--- src/rtl/i2c_afl_pkg.sv ---
package i2c_afl_pkg;

  // Decoded single-cycle events shared by the flag units.
  typedef struct packed {
    logic hard_clr;   // release command or interface disabled
    logic start_any;  // detected or self-generated start
    logic start_slv;  // detected start while in slave mode
    logic gen;        // self-generated start while in master mode
    logic stop;       // detected stop
    logic eighth;     // eighth rising clock of the first byte
    logic ninth_fall; // ninth falling clock of the first byte
    logic arb_rise;   // arbitration-lost went 0 -> 1
    logic wrel9;      // wait release with the count at the ninth clock
  } afl_ev_t;

endpackage

--- src/rtl/i2c_afl_events.sv ---
module i2c_afl_events
  import i2c_afl_pkg::*;
#(
  parameter int CNT_W    = 4,
  parameter int ADDR_CLK = 8,
  parameter int ACK_CLK  = 9
) (
  input  logic             clk,
  input  logic             rst,
  input  logic             en_i,
  input  logic             rel_cmd_i,
  input  logic             wrel_cmd_i,
  input  logic             arb_lost_i,
  input  logic             is_master_i,
  input  logic             start_gen_i,
  input  logic             start_det_i,
  input  logic             stop_det_i,
  input  logic             scl_rise_i,
  input  logic             scl_fall_i,
  input  logic [CNT_W-1:0] bit_cnt_i,
  output afl_ev_t          ev_o,
  output logic             first_byte_o
);

  localparam logic [CNT_W-1:0] CNT_ADDR = CNT_W'(ADDR_CLK);
  localparam logic [CNT_W-1:0] CNT_ACK  = CNT_W'(ACK_CLK);

  logic first_q;
  logic arb_q;
  logic gen_w;
  logic hard_w;

  assign gen_w  = start_gen_i & is_master_i;
  assign hard_w = rel_cmd_i | ~en_i;

  always_comb begin
    ev_o            = '0;
    ev_o.hard_clr   = hard_w;
    ev_o.start_any  = start_det_i | gen_w;
    ev_o.start_slv  = start_det_i & ~is_master_i;
    ev_o.gen        = gen_w;
    ev_o.stop       = stop_det_i;
    ev_o.eighth     = first_q & scl_rise_i & (bit_cnt_i == CNT_ADDR);
    ev_o.ninth_fall = first_q & scl_fall_i & (bit_cnt_i == CNT_ACK);
    ev_o.arb_rise   = arb_lost_i & ~arb_q;
    ev_o.wrel9      = wrel_cmd_i & (bit_cnt_i == CNT_ACK);
  end

  // First-byte window: opened by any start, closed after the ninth clock.
  always_ff @(posedge clk) begin
    if (rst) begin
      first_q <= 1'b0;
      arb_q   <= 1'b0;
    end else begin
      arb_q <= arb_lost_i;
      if (hard_w || stop_det_i)
        first_q <= 1'b0;
      else if (start_det_i || gen_w)
        first_q <= 1'b1;
      else if (ev_o.ninth_fall)
        first_q <= 1'b0;
    end
  end

  assign first_byte_o = first_q;

  // window closes after the ninth falling clock of the first byte
  a_r9_window_closes: assert property (@(posedge clk) disable iff (rst)
    (ev_o.ninth_fall && !start_det_i && !gen_w) |=> !first_q);

endmodule

--- src/rtl/i2c_afl_addr_flags.sv ---
module i2c_afl_addr_flags
  import i2c_afl_pkg::*;
#(
  parameter int BYTE_W = 8,
  parameter int ADDR_W = 7,
  parameter int CODE_W = 4
) (
  input  logic              clk,
  input  logic              rst,
  input  afl_ev_t           ev_i,
  input  logic [BYTE_W-1:0] rx_byte_i,
  input  logic [ADDR_W-1:0] node_addr_i,
  output logic              hit_now_o,
  output logic              rsv_o,
  output logic              hit_o
);

  localparam int CODE_LO = BYTE_W - CODE_W;

  logic [ADDR_W-1:0] eq_bits;
  logic [CODE_W-1:0] code;
  logic              rsv_now;
  logic              rsv_q;
  logic              hit_q;
  logic              clr;

  // Bitwise compare of the address field (bits above the direction bit).
  for (genvar i = 0; i < ADDR_W; i++) begin : g_cmp
    assign eq_bits[i] = (rx_byte_i[i + BYTE_W - ADDR_W] == node_addr_i[i]);
  end

  assign code      = rx_byte_i[BYTE_W-1:CODE_LO];
  assign rsv_now   = (&code) | ~(|code);
  assign hit_now_o = ev_i.eighth & (&eq_bits);
  assign clr       = ev_i.hard_clr | ev_i.start_any | ev_i.stop;

  always_ff @(posedge clk) begin
    if (rst) begin
      rsv_q <= 1'b0;
      hit_q <= 1'b0;
    end else if (clr) begin
      rsv_q <= 1'b0;
      hit_q <= 1'b0;
    end else if (ev_i.eighth) begin
      rsv_q <= rsv_q | rsv_now;
      hit_q <= hit_q | (&eq_bits);
    end
  end

  assign rsv_o = rsv_q;
  assign hit_o = hit_q;

  // reserved-code flag only rises after an eighth-clock strobe
  a_r1_rsv_needs_eighth: assert property (@(posedge clk) disable iff (rst)
    $rose(rsv_q) |-> $past(ev_i.eighth));
  // address-hit flag only rises after an eighth-clock strobe
  a_r2_hit_needs_eighth: assert property (@(posedge clk) disable iff (rst)
    $rose(hit_q) |-> $past(ev_i.eighth));
  // stop leaves both flags low
  a_r3_clear_on_stop: assert property (@(posedge clk) disable iff (rst)
    ev_i.stop |=> (!rsv_q && !hit_q));
  // a start on the same edge as the eighth strobe wins
  a_r10_clear_wins: assert property (@(posedge clk) disable iff (rst)
    (ev_i.start_any && ev_i.eighth) |=> (!rsv_q && !hit_q));

endmodule

--- src/rtl/i2c_afl_dir_ctl.sv ---
module i2c_afl_dir_ctl
  import i2c_afl_pkg::*;
(
  input  logic    clk,
  input  logic    rst,
  input  afl_ev_t ev_i,
  input  logic    is_master_i,
  input  logic    tx_dir_bit_i,
  input  logic    rx_lsb_i,
  input  logic    hit_now_i,
  output logic    xmit_o,
  output logic    oe_o
);

  logic xmit_q, armed_q, oe_q;
  logic xmit_n, armed_n;
  logic kill;

  assign kill = ev_i.hard_clr | ev_i.stop | ev_i.arb_rise | (ev_i.wrel9 & xmit_q);

  always_comb begin
    xmit_n  = xmit_q;
    armed_n = armed_q;
    if (kill) begin
      xmit_n  = 1'b0;
      armed_n = 1'b0;
    end else if (ev_i.start_slv) begin
      xmit_n  = 1'b0;
      armed_n = 1'b0;
    end else if (ev_i.gen) begin
      xmit_n  = 1'b1;
      armed_n = 1'b0;
    end else if (ev_i.start_any) begin
      armed_n = 1'b0;
    end else if (ev_i.eighth) begin
      if (is_master_i) begin
        if (tx_dir_bit_i) xmit_n = 1'b0;
      end else if (rx_lsb_i && hit_now_i) begin
        xmit_n = 1'b1;
      end
    end else if (ev_i.ninth_fall && xmit_q) begin
      armed_n = 1'b1;
    end
  end

  always_ff @(posedge clk) begin
    if (rst) begin
      xmit_q  <= 1'b0;
      armed_q <= 1'b0;
      oe_q    <= 1'b0;
    end else begin
      xmit_q  <= xmit_n;
      armed_q <= armed_n;
      oe_q    <= xmit_n & armed_n;
    end
  end

  assign xmit_o = xmit_q;
  assign oe_o   = oe_q;

  // arbitration loss drops the direction flag
  a_r6_arb_clears: assert property (@(posedge clk) disable iff (rst)
    ev_i.arb_rise |=> !xmit_q);
  // disabled interface never transmits
  a_r6_off_when_disabled: assert property (@(posedge clk) disable iff (rst)
    ev_i.hard_clr |=> (!xmit_q && !oe_q));
  // output enable rises only after the ninth falling clock
  a_r7_oe_after_ninth: assert property (@(posedge clk) disable iff (rst)
    $rose(oe_q) |-> $past(ev_i.ninth_fall));
  // wait release at the ninth clock ends transmission
  a_r8_wrel_clears: assert property (@(posedge clk) disable iff (rst)
    (ev_i.wrel9 && xmit_q) |=> (!xmit_q && !oe_q));

endmodule

--- src/rtl/i2c_afl_status.sv ---
module i2c_afl_status
  import i2c_afl_pkg::*;
#(
  parameter int BYTE_W   = 8,
  parameter int ADDR_W   = 7,
  parameter int CODE_W   = 4,
  parameter int CNT_W    = 4,
  parameter int ADDR_CLK = 8,
  parameter int ACK_CLK  = 9
) (
  input  logic              clk,
  input  logic              rst,
  input  logic              en_i,
  input  logic              rel_cmd_i,
  input  logic              wrel_cmd_i,
  input  logic              arb_lost_i,
  input  logic              is_master_i,
  input  logic              start_gen_i,
  input  logic              start_det_i,
  input  logic              stop_det_i,
  input  logic              scl_rise_i,
  input  logic              scl_fall_i,
  input  logic [CNT_W-1:0]  bit_cnt_i,
  input  logic [BYTE_W-1:0] rx_byte_i,
  input  logic              tx_dir_bit_i,
  input  logic [ADDR_W-1:0] node_addr_i,
  output logic              rsv_code_o,
  output logic              addr_hit_o,
  output logic              xmit_o,
  output logic              sda_oe_o
);

  localparam logic [CNT_W-1:0] CNT_ADDR = CNT_W'(ADDR_CLK);

  afl_ev_t ev;
  logic    first_byte;
  logic    hit_now;

  i2c_afl_events #(
    .CNT_W(CNT_W), .ADDR_CLK(ADDR_CLK), .ACK_CLK(ACK_CLK)
  ) u_events (
    .clk(clk), .rst(rst), .en_i(en_i), .rel_cmd_i(rel_cmd_i),
    .wrel_cmd_i(wrel_cmd_i), .arb_lost_i(arb_lost_i),
    .is_master_i(is_master_i), .start_gen_i(start_gen_i),
    .start_det_i(start_det_i), .stop_det_i(stop_det_i),
    .scl_rise_i(scl_rise_i), .scl_fall_i(scl_fall_i),
    .bit_cnt_i(bit_cnt_i), .ev_o(ev), .first_byte_o(first_byte)
  );

  i2c_afl_addr_flags #(
    .BYTE_W(BYTE_W), .ADDR_W(ADDR_W), .CODE_W(CODE_W)
  ) u_addr (
    .clk(clk), .rst(rst), .ev_i(ev), .rx_byte_i(rx_byte_i),
    .node_addr_i(node_addr_i), .hit_now_o(hit_now),
    .rsv_o(rsv_code_o), .hit_o(addr_hit_o)
  );

  i2c_afl_dir_ctl u_dir (
    .clk(clk), .rst(rst), .ev_i(ev), .is_master_i(is_master_i),
    .tx_dir_bit_i(tx_dir_bit_i), .rx_lsb_i(rx_byte_i[0]),
    .hit_now_i(hit_now), .xmit_o(xmit_o), .oe_o(sda_oe_o)
  );

  // eighth-clock strobes of later bytes leave all flags unchanged
  a_r9_data_byte_quiet: assert property (@(posedge clk) disable iff (rst)
    (scl_rise_i && bit_cnt_i == CNT_ADDR && !first_byte && en_i && !rel_cmd_i
     && !start_det_i && !start_gen_i && !stop_det_i && !arb_lost_i && !wrel_cmd_i)
    |=> ($stable(rsv_code_o) && $stable(addr_hit_o) && $stable(xmit_o)));
  // reset clears every output
  a_r11_reset_state: assert property (@(posedge clk)
    rst |=> (!rsv_code_o && !addr_hit_o && !xmit_o && !sda_oe_o));

endmodule

--- config.mk ---
export PLATFORM = sky130hd
export DESIGN_NAME = i2c_afl_status
export DESIGN_NICKNAME = d
export VERILOG_FILES = /design/src/rtl/i2c_afl_pkg.sv /design/src/rtl/i2c_afl_events.sv /design/src/rtl/i2c_afl_addr_flags.sv /design/src/rtl/i2c_afl_dir_ctl.sv /design/src/rtl/i2c_afl_status.sv
export SDC_FILE = /design/constraint.sdc
export NUM_CORES = 1
export LEC_CHECK = 0
export BUFFER_PORTS_ARGS = -buffer_cell sky130_fd_sc_hd__buf_4
export CORE_UTILIZATION = 36
export CTS_CLUSTER_SIZE = 20
export DETAILED_ROUTE_END_ITERATION = 12
export PLACE_DENSITY = 0.79
export SYNTH_ARGS = -nofsm -noshare
export SYNTH_HDL_FRONTEND = slang
export SYNTH_HIERARCHICAL = 1
export SYNTH_SLANG_ARGS = --single-unit
export TNS_END_PERCENT = 100
--- constraint.sdc ---
create_clock -name clk -period 2.07 [get_ports clk]
set_input_delay 0.207 -clock clk [delete_from_list [all_inputs] [get_ports clk]]
set_output_delay 0.207 -clock clk [all_outputs]
set_load 0.05 [all_outputs]
### Yosys cells after proc, flatten, opt, wreduce, memory -nomap -nowiden

Cells that the tools add are included.

| cells by class | value |
|---|---|
| equality and inequality tests | 9 |
| multiplexer cells | 16 |
| bitwise gates (word level) | 25 |
| reductions and logical operators | 10 |

Operators by type and width:

| operator | number |
|---|---|
| 1-bit 2-to-1 mux | 16 |
| 1-bit bitwise AND | 11 |
| 1-bit bitwise OR | 10 |
| 4-bit equality test (second input constant) | 2 |
| 1-bit equality test | 7 |
| 7-bit AND reduction | 1 |
| 1-bit NOT | 4 |
| 4-bit AND reduction | 1 |
| 2-bit OR reduction | 2 |
| 4-bit OR reduction | 1 |
| 1-bit logical AND | 2 |
| 1-bit logical OR | 2 |
| 2-bit nonzero test | 1 |

| storage, ports and cells | value |
|---|---|
| flip-flop bits (word level) | 7 |
| bits of input ports | 32 |
| output and inout port bits | 4 |
| logic and storage cells | 67 |

### Longest topological paths before layout

Gate-level depths: netlist of the first run.

| depth | value |
|---|---|
| depth after elaboration | 12 |
| gate-level depth with buffers | 7 |
| mapped depth without buffers | 7 |

### By module

Netlist of the first run, hierarchy kept.

By module, submodules not included:

| module | instances | cells each | area each (um2) | sequential area each (um2) |
|---|---|---|---|---|
| i2c_afl_events | 1 | 19 | 167.7 | 40.0 |
| i2c_afl_addr_flags | 1 | 19 | 160.2 | 40.0 |
| i2c_afl_dir_ctl | 1 | 16 | 147.6 | 60.1 |

### Least setup slack after synthesis of the first run

No wires, ideal clock.

| path | value |
|---|---|
| path type | input port to flip-flop |
| start | input bit_cnt_i[2] |
| end | register u_dir.oe_q (netlist: u_dir/oe_o) |
| library setup time | 103 ps |
| arrival | 1,468 ps |
| required time | 1,967 ps |
| slack | 499 ps |
| cell stages on the path | 7 |
| buffers on the path | 0 |
| cells stage by stage | nor3b_2 > and4b_1 > nand4_1 > nor2_1 > and4b_2 > o21bai_1 > a2111oi_2 |

RTL lines:

| item | RTL line | text |
|---|---|---|
| start, declared | i2c_afl_status.sv:23 | `input logic [CNT_W-1:0] bit_cnt_i,` |
| end signal, assigned | i2c_afl_dir_ctl.sv:54 | `oe_q <= xmit_n & armed_n;` |
| end, declared | i2c_afl_dir_ctl.sv:15 | `logic xmit_q, armed_q, oe_q;` |

==> impl_results.md, run 1 <==
- Post-route DRC violation count: 0
- Final Max Tran Viols: 0
- Fraction of power consumed by the clock network: 36.1%
- Initial core utilization: 40.6%
- Clock root buffer: sky130_fd_sc_hd__clkbuf_4
- Count of different cell masters after synthesis: 27
- Seq cells post-synth: 7
- Share of Yosys cell area claimed by the top area cell type: 29.5%
- Number of fillers in the final layout: 127
- H-tree level count: 1
- Iter 0 DRT Violations: 7
- Endpoint class of the critical path: flip-flop
- Ratio of final minimum period to clock period: 78.2%
- Critical setup path kind: in -> reg
- CTS clk-pin slew, worst paths: 60 ps
- Largest net degree at the start of global routing: 6
- Total Die Area: 1470 sq um
- Power Dens Cells: 458 nW/um^2
- Startpoint type of the worst setup path: primary input
- Worst-case headroom to the max-slew limit: 77.7%
- Summed instance area of the synthesized netlist: 475 sq um
- Core Region: 1170 sq um
- Share of power burned in registers: 39.4%
- Detailed Routing Iterations Pass 1: 4
- Static power due to leakage: 0.000335 uW
- Switching component of the power: 80.6 uW
- Wire length of the first global-routing pass: 1900 um
- Number of diodes added for antenna fixing: 0
- Number of global-route vias before repair: 513
- Share of synthesized area occupied by flip-flops and latches: 29.5%
- Instance count of the mapped netlist: 54
- Internal power consumption: 267 uW
- Remaining global-route overflow: 0
- Die boundary width: 38.3 um
- Nets: 123
- Vias after detailed routing: 527
- Total detailed-routing wirelength: 1280 um
- Portion of total power attributed to combinational logic: 24.5%
- Hold-fix buffers at CTS: 0
- RSZ-0062 raised after global routing: false
- Final Hold Fails: 0
- Clk_lat worst skew: 250 ps
- Biggest fanout along the worst timing path: 5
- Minimum setup slack among reg-to-reg paths: 460 ps
- CTS resizes: 0
- Worst min-delay path class: in -> reg
- TritonCTS buffer count: 3
- IO Count: 36
- Maximum clock path buffer count: 2
- Routed vias/inst: 5.07
- Status: finished, final reports clean
- Post-CTS setup buffer count: 0
- Mapped Nets: 86
- Layout area overhead: 59.7%
- Final critical delay including setup and external delays: 1620 ps
- Total of endpoints with negative setup slack in the final report: 0
- Worst-case clock skew: 9.01 ps
- Number of synthesis warnings: 6
- Share of cells above drive strength 1: 50.0%
- Clock tree from TritonCTS: done
- GRT Resource Usage Total: 18.8%
- Number of rows created at floorplan: 12
- Switching power share of the total: 23.2%
- Max Freq: 618 MHz
- Data required time at the worst endpoint: 2220 ps
- Max-cap violations: 0
- ANT nets after route: 0
- Area leader, netlist: sky130_fd_sc_hd__dfxtp_1
- Clock Sink Count: 7
- Post-Route Hold Slack: 144 ps
- Routed len/inst: 12.3 um
- VDD IR-drop max: 305 uV
- Final GP Congestion: 0.758
- Crit path arrival time: 1770 ps
- Mean post-synth cell area: 8.80 sq um
- Buffers added on ports: 35
- Main area contributors after synthesis: sky130_fd_sc_hd__dfxtp_1, sky130_fd_sc_hd__xnor2_1, sky130_fd_sc_hd__buf_4, sky130_fd_sc_hd__a21oi_1, sky130_fd_sc_hd__nand4_1
- Measured slew at the worst slew-check pin: 331 ps
- Final total negative setup slack: 0 ps
- Die H: 38.3 um
- Number of antenna violations at the first check in global routing: 0
-- path summary, 6_finish.rpt --
| check | from | to | depth (start not counted) |
|---|---|---|---|
| max | bit_cnt_i[2] | u_dir/oe_o | 8 |
| max reg2reg | u_events/first_byte_o | u_dir/oe_o | 6 |
| min | rst | u_events/arb_q | 2 |
| min reg2reg | u_addr/hit_o | u_addr/hit_o | 1 |
-- Yosys cell counts, drive strengths merged --
cell type  n
nor2       1
nand4      3
nor3b      1
and2b      1
nor3       2
nor2b      3
or2        2
and3       1
o21bai     1
nand3b     1
o21a       2
a2111oi    1
nand2      2
nor4       2
and4       1
a31oi      2
a21oi      4
nand2b     1
buf        3
and2       1
inv        2
and4b      2
xnor2      7
or4        1
dfxtp      7
-- placed cells by master (no fill, tap or decap), types with 2 or more instances in the layout --
master | netlist | routed
sky130_fd_sc_hd__inv_1 | 2 | 2
sky130_fd_sc_hd__xnor2_1 | 7 | 7
sky130_fd_sc_hd__dfxtp_1 | 7 | 7
sky130_fd_sc_hd__o21a_1 | 2 | 2
sky130_fd_sc_hd__clkbuf_4 | 0 | 3
sky130_fd_sc_hd__nor2b_1 | 3 | 3
sky130_fd_sc_hd__nor3_1 | 2 | 2
sky130_fd_sc_hd__nor4_1 | 2 | 2
sky130_fd_sc_hd__nand2_1 | 2 | 2
sky130_fd_sc_hd__a21oi_1 | 4 | 4
sky130_fd_sc_hd__a31oi_1 | 2 | 2
sky130_fd_sc_hd__nand4_1 | 3 | 3
sky130_fd_sc_hd__buf_4 | 3 | 35
-- cell families after synthesis --
| group | synth area share [%] |
|---|---|
| AO/OA/AOI/OAI | 14.7 |
| flip-flops | 29.5 |
| AND/OR/NAND/NOR | 36.6 |
| buffers and inverters | 6.32 |
| XOR/XNOR | 12.9 |
-- per-layer routing --
metal	vias up	part of all wire, %	track usage, %
met4	0	0.63	7.76
met2	21	54	33.9
met1	236	37	19.7
met5	-	0	0
li1	268	-	-
met3	2	8.2	6.40
-- worst max-delay path, cell delays in order --
cell,delay (ps)
sky130_fd_sc_hd__buf_4,110
sky130_fd_sc_hd__nor3b_2,250
sky130_fd_sc_hd__and4b_1,320
sky130_fd_sc_hd__nand4_1,100
sky130_fd_sc_hd__nor2_1,150
sky130_fd_sc_hd__and4b_2,240
sky130_fd_sc_hd__o21bai_1,90
sky130_fd_sc_hd__a2111oi_2,300
-- layout make-up --
cell class	count	area (sq um)	area share (%)
clock buffers	4	26.3	3.46
inverters	2	7.51	0.988
multi-input cells	42	305	40.2
flip-flops and latches	7	140	18.5
well taps	14	17.5	2.31
repair buffers	35	263	34.6
-- power groups by stage --
stage	registers [uW]	logic (uW)	clock network [uW]
floorplan	140	33.5	0
global placement	140	83.7	0
detailed placement	140	85.0	0
CTS	137	85.7	131
global route	137	92.8	136
finish	137	85.1	125
-- stage by stage --
| step | instances | total power [uW] | cell area [sq um] | setup slack, ps | util, % |
|---|---|---|---|---|---|
| finish | 104 | 348 | 759 | 451 | 64.9 |
| detailed placement | 100 | 225 | 733 | 202 | 62.6 |
| global placement | 100 | 224 | 733 | 319 | 62.6 |
| global route | 104 | 365 | 759 | 331 | 64.9 |
| CTS | 104 | 353 | 759 | 441 | 64.9 |
| floorplan | 54 | 174 | 475 | 499 | - |
-- sequential cells by signal, summed over array words and instances, names as in the netlist --
register               flops
u_dir/oe_o                 1
u_dir/armed_q              1
u_events/arb_q             1
u_dir/xmit_o               1
u_addr/rsv_o               1
u_events/first_byte_o      1
u_addr/hit_o               1
(Power assumes the default switching activity.)
==> inputs of run 2 (changes only) <==
- ABC_AREA: unset -> 1
- PLACE_DENSITY: 0.79 -> 0.74
- clock period: 2.07 -> 1.6 ns (I/O delays scaled with it)
==> impl_results.md, run 2 <==
- GRT Resource Usage Total: 17.0%
- Vias after detailed routing: 736
- Clock Sink Count: 7
- Routed len/inst: 7.83 um
- Nets: 185
- Maximum clock path buffer count: 2
- Commonest cells in the netlist: sky130_fd_sc_hd__nand2_1, sky130_fd_sc_hd__inv_1, sky130_fd_sc_hd__nor2_1
- Worst-case clock skew: 4.39 ps
- Total detailed-routing wirelength: 1320 um
- Share of Yosys cell area claimed by the top area cell type: 22.5%
- Number of fillers in the final layout: 161
- Wire length of the first global-routing pass: 2420 um
- Commonest cells after routing, fill and taps aside: sky130_fd_sc_hd__buf_4, sky130_fd_sc_hd__nand2_1, sky130_fd_sc_hd__inv_1
- Power Dens Cells: 490 nW/um^2
- Placed cell areas: 891 sq um
- Detailed Routing Iterations Pass 1: 8
- Seq cells post-synth: 7
- Initial core utilization: 40.0%
- Commonest non-fill, non-tap cell in the layout: sky130_fd_sc_hd__buf_4
- Post-Route Utilization: 60.5%
- CTS clk-pin slew, worst paths: 50 ps
- Met2 track demand over resource: 30.7%
- Share of synthesized area occupied by flip-flops and latches: 22.5%
- Main area contributors after synthesis: sky130_fd_sc_hd__dfxtp_1, sky130_fd_sc_hd__nand2_1, sky130_fd_sc_hd__inv_1, sky130_fd_sc_hd__nor2_1, sky130_fd_sc_hd__buf_4
- Routed vias/inst: 4.38
- Clk_lat worst skew: 250 ps
- Total of endpoints with negative setup slack in the final report: 0
- IO Count: 36
- Buffers added on ports: 35
- Fraction of synthesis flops using an asynchronous set or reset pin: 0%
- Max-cap violations: 0
- Max Freq: 697 MHz
- Busiest layer in global routing: met2
- Final critical delay including setup and external delays: 1440 ps
- Startpoint type of the worst setup path: flip-flop
- Final Hold Fails: 0
- Crit path arrival time: 1620 ps
- ANT nets after route: 0
- Ratio of final minimum period to clock period: 89.7%
- Static power due to leakage: 0.000529 uW
- Biggest fanout along the worst timing path: 2
- Area leader, netlist: sky130_fd_sc_hd__dfxtp_1
- Count of different cell masters after synthesis: 22
- Critical path cell sequence: nand3_2 -> nor3_2 -> inv_1 -> nor2_1 -> nand2_1 -> nor2_1 -> nand2_1 -> inv_1 -> nand2_1 -> nand2_1 -> nand2_2 -> nor2_2 -> nor2_1 -> nor2_1
- Cell family with most CP delay: simple AND/OR/NAND/NOR gates
- Final Max Tran Viols: 0
- Area occupied by multi-input gates: 353 sq um
- Met3 Track Usage GR: 7.08%
- Failing checks: DRC
- Sequential standard cell area: 141 sq um
- Core Region: 1560 sq um
- Worst setup slack before clock tree synthesis: 123 ps
- Cell count along the critical path: 14
- Measured slew at the worst slew-check pin: 190 ps
- Share of cells above drive strength 1: 37.5%
- Final GP Congestion: 0.814
- Instance count of the mapped netlist: 113
- Timing endpoint of the critical path: u_dir/oe_o
- Number of rows created at floorplan: 14
- Clock tree from TritonCTS: done
- Hold-fix buffers at CTS: 0
- Endpoint class of the critical path: flip-flop
- Largest net degree at the start of global routing: 6
- Die H: 43.6 um
- H-tree level count: 1
- RSZ-0062 raised after global routing: true
- Clock root buffer: sky130_fd_sc_hd__clkbuf_4
- Worst setup path start: u_events/first_byte_o
- Worst reg2reg path startpoint: u_events/first_byte_o
- Number of synthesis warnings: 6
- Summed instance area of the synthesized netlist: 623 sq um
- Number of global-route vias before repair: 677
- Final Power: 463 uW
- Primary FF master, synth: sky130_fd_sc_hd__dfxtp_1
- Number of cell instances on the worst register-to-register path: 14
- TritonCTS buffer count: 3
- Post-Route Hold Slack: 83.9 ps
- Die boundary width: 43.6 um
- Count of buffer and inverter cells on the critical path: 2
- Crit path max-delay cell type: sky130_fd_sc_hd__dfxtp_2
- Iter 0 DRT Violations: 12
- Total Die Area: 1900 sq um
- Number of antenna violations at the first check in global routing: 0
- GRT met1 Usage: 17.0%
- Number of flops mapped to enable cells by yosys: 0
- Worst min-delay path class: in -> reg
- Post-detail-place hpwl: 1140 um
- VDD IR-drop max: 407 uV
- Most used standard cell by instance count after synthesis: sky130_fd_sc_hd__nand2_1
- Mapped Nets: 145
- End of the worst register-to-register path: u_dir/oe_o
- Worst-case headroom to the max-slew limit: 87.4%
- Status: complete, but fails checks
- Final Cell Area: 943 sq um
- Number of diodes added for antenna fixing: 0
- Minimum setup slack among reg-to-reg paths: 160 ps
- Mean post-synth cell area: 5.51 sq um
- Remaining global-route overflow: 0
- Post-route DRC violation count: 3
- Crit-path max cell delay: 330 ps
- Fin worst setup slack: 165 ps
- Data required time at the worst endpoint: 1790 ps
- Critical setup path kind: reg -> reg
- Layout area overhead: 51.4%
## run 2: cell count changes in the layout (fill, tap and decap cells not counted), sizes merged, moves of 3 or more
cell and change:
nand2 +31, inv +27, nor2 +20, nand3 +6, xnor2 -6, buf +3
nand4 -3, nor2b -3
## run 2: worst min-delay path by stage
stage / from / end / slack (ps) / cells past startpoint
5_1_grt: rst / u_events/arb_q / 90 / 2
3_5_place_dp: rst / u_events/arb_q / 350 / 2
3_3_place_gp: rst / u_events/arb_q / 350 / 2
6_report: rst / u_events/arb_q / 80 / 2
2_1_floorplan: rst / u_events/arb_q / 230 / 1
4_1_cts: rst / u_events/arb_q / 80 / 2
## run 2: kinds of logic (layout without fill, tap and decap cells)
kind of cell	after synthesis	in the layout	share of synthesized area (%)
and+or+nand+nor	62	62	43.8
buffers and inverters	34	73	22.5
AOI/OAI and AO/OA	9	9	9.84
DFF	7	7	22.5
xor gates and xnor gates	1	1	1.41
## run 2: timing repair
action | in CTS | in global routing
buffers inserted | 0 | 2
endpoints found under the setup margin | 0 | 2
gates resized for setup | 0 | 3
## run 2: per-stage QoR
stage / TNS, ps / instances
final: 0 / 168
after floorplan: 0 / 113
after global placement: 0 / 162
after detailed placement: 0 / 162
after CTS: 0 / 166
after global routing: -17.8 / 168
## run 2: final cells by class
class                   instances  share of cell area (%)
clock buffers                   4                    2.79
inverters                      31                    12.5
multi-input cells              72                    37.4
flip-flops and latches          7                    15.0
well taps                      16                    2.12
repair buffers                 38                    30.2
## run 2: where the power goes
| group | switching (uW) | total (uW) | leakage [uW] | internal (uW) |
|---|---|---|---|---|
| combinational | 54.7 | 126 | 0.000457 | 71.5 |
| clock | 63.7 | 159 | 0.0000150 | 95.1 |
| sequential | 0.842 | 178 | 0.0000572 | 177 |
## run 2: routing by layer
layer,vias to the layer above,routed length (um)
met5,-,0
met4,0,5
met3,2,149
met2,31,650
met1,301,510
li1,402,-
==> inputs of run 3 (changes only) <==
--- a/config.mk
+++ b/config.mk
@@ -11,4 +11,5 @@
 export CTS_CLUSTER_SIZE = 20
 export DETAILED_ROUTE_END_ITERATION = 12
+export MAX_ROUTING_LAYER = met4
 export PLACE_DENSITY = 0.74
 export SYNTH_ARGS = -nofsm -noshare
==> constraint.sdc (replaced) <==
create_clock -name clk -period 1.6 [get_ports clk]
set_input_delay 0.08 -clock clk [delete_from_list [all_inputs] [get_ports clk]]
set_output_delay 0.08 -clock clk [all_outputs]
set_load 0.05 [all_outputs]
==> impl_results.md, run 3 (synthesis gave the netlist of run 2 again) <==
- Buffers added on ports: 35
- Maximum clock path buffer count: 2
- GRT Resource Usage Total: 17.0%
- Final GP Congestion: 0.828
- Number of fillers in the final layout: 156
- Worst-case headroom to the max-slew limit: 88.1%
- Largest net degree at the start of global routing: 6
- Number of antenna violations at the first check in global routing: 0
- Critical setup path kind: reg -> reg
- Post-detail-place hpwl: 1160 um
- Max-cap violations: 0
- Wire length of the first global-routing pass: 2370 um
- Number of rows created at floorplan: 14
- Failing checks: DRC
- Number of global-route vias before repair: 649
- Sequential standard cell area: 141 sq um
- Detailed Routing Iterations Pass 1: 8
- Routed vias/inst: 4.40
- Placed cell areas: 891 sq um
- Clock tree from TritonCTS: done
- Critical path cell sequence: nand3_2 -> nor3_2 -> inv_1 -> nor2_1 -> nand2_1 -> nor2_1 -> nand2_1 -> inv_1 -> nand2_1 -> nand2_1 -> nand2_2 -> nor2_2 -> nor2_1 -> nor2_1
- Die boundary width: 43.6 um
- TritonCTS buffer count: 3
- Final Hold Fails: 0
- Crit path arrival time: 1620 ps
- Core Region: 1560 sq um
- Total Die Area: 1900 sq um
- Clock Sink Count: 7
- RSZ-0062 raised after global routing: true
- Max Freq: 699 MHz
- Cell family with most CP delay: simple AND/OR/NAND/NOR gates
- Die H: 43.6 um
- Worst setup slack before clock tree synthesis: 141 ps
- Worst min-delay path class: in -> reg
- VDD IR-drop max: 368 uV
- Data required time at the worst endpoint: 1780 ps
- Final Power: 464 uW
- ANT nets after route: 0
- Crit-path max cell delay: 330 ps
- Biggest fanout along the worst timing path: 2
- Startpoint type of the worst setup path: flip-flop
- Remaining global-route overflow: 0
- Area occupied by multi-input gates: 353 sq um
- Endpoint class of the critical path: flip-flop
- Crit path max-delay cell type: sky130_fd_sc_hd__dfxtp_2
- Vias after detailed routing: 740
- Status: complete, but fails checks
- CTS clk-pin slew, worst paths: 50 ps
- Initial core utilization: 40.0%
- Worst-case clock skew: 5.33 ps
- H-tree level count: 1
- Layout area overhead: 51.4%
- Fin worst setup slack: 169 ps
- Number of diodes added for antenna fixing: 0
- Minimum setup slack among reg-to-reg paths: 170 ps
- Ratio of final minimum period to clock period: 89.5%
- Total of endpoints with negative setup slack in the final report: 0
- Power Dens Cells: 492 nW/um^2
- Iter 0 DRT Violations: 8
- Clock root buffer: sky130_fd_sc_hd__clkbuf_4
- Share of cells above drive strength 1: 37.5%
- Final critical delay including setup and external delays: 1430 ps
- Static power due to leakage: 0.000530 uW
- Commonest cells after routing, fill and taps aside: sky130_fd_sc_hd__buf_4, sky130_fd_sc_hd__nand2_1, sky130_fd_sc_hd__inv_1
- IO Count: 36
- Clk_lat worst skew: 250 ps
- Post-Route Utilization: 60.5%
- Count of buffer and inverter cells on the critical path: 2
- Commonest non-fill, non-tap cell in the layout: sky130_fd_sc_hd__buf_4
- Final Max Tran Viols: 0
- Final Cell Area: 943 sq um
- Measured slew at the worst slew-check pin: 179 ps
- Routed len/inst: 8.05 um
- Post-route DRC violation count: 3
- Total detailed-routing wirelength: 1350 um
- Nets: 185
-- run 3: cell counts in the layout (fill, tap and decap cells not counted) --
No cell type changed its count.
-- run 3: layout make-up --
| class | count | share of cell area (%) |
|---|---|---|
| clock buffers | 4 | 2.79 |
| inverters | 31 | 12.5 |
| multi-input cells | 72 | 37.4 |
| flip-flops and latches | 7 | 15.0 |
| well taps | 16 | 2.12 |
| repair buffers | 38 | 30.2 |
-- run 3: stage by stage --
| stage | hold slack (ps) | std cells | setup TNS, ps |
|---|---|---|---|
| finish | 6.25 | 168 | 0 |
| global route | 7.02 | 168 | -16.7 |
| CTS | 4.53 | 166 | 0 |
| detailed placement | 270 | 162 | 0 |
| global placement | 267 | 162 | 0 |
| floorplan | 152 | 113 | 0 |
-- run 3: report_power, final --
part | internal [uW] | switching, uW
clock network | 95.0 | 62.9
registers | 177 | 0.886
logic | 72.3 | 56.0
total | 344 | 120
-- run 3: repair_timing --
action / in CTS / in global routing
hold buffers: 0 / 0
setup endpoints to repair: 0 / 2
buffers inserted: 0 / 2
resized for setup: 0 / 3
-- run 3: final timing paths --
check | startpoint | to | cells past startpoint
setup / recovery | u_events/first_byte_o | u_dir/xmit_o | 14
hold / removal | rst | u_events/arb_q | 2
hold reg to reg | u_addr/rsv_o | u_addr/rsv_o | 2
setup reg to reg | u_events/first_byte_o | u_dir/xmit_o | 14
-- run 3: layer usage --
layer  track usage, %  up-vias  routed length (um)
met3             7.08        2                 131
met1             16.8      309                 543
li1                 -      403                   -
met4             3.75        0                   5
met5                -        -                   0
met2             30.7       26                 672
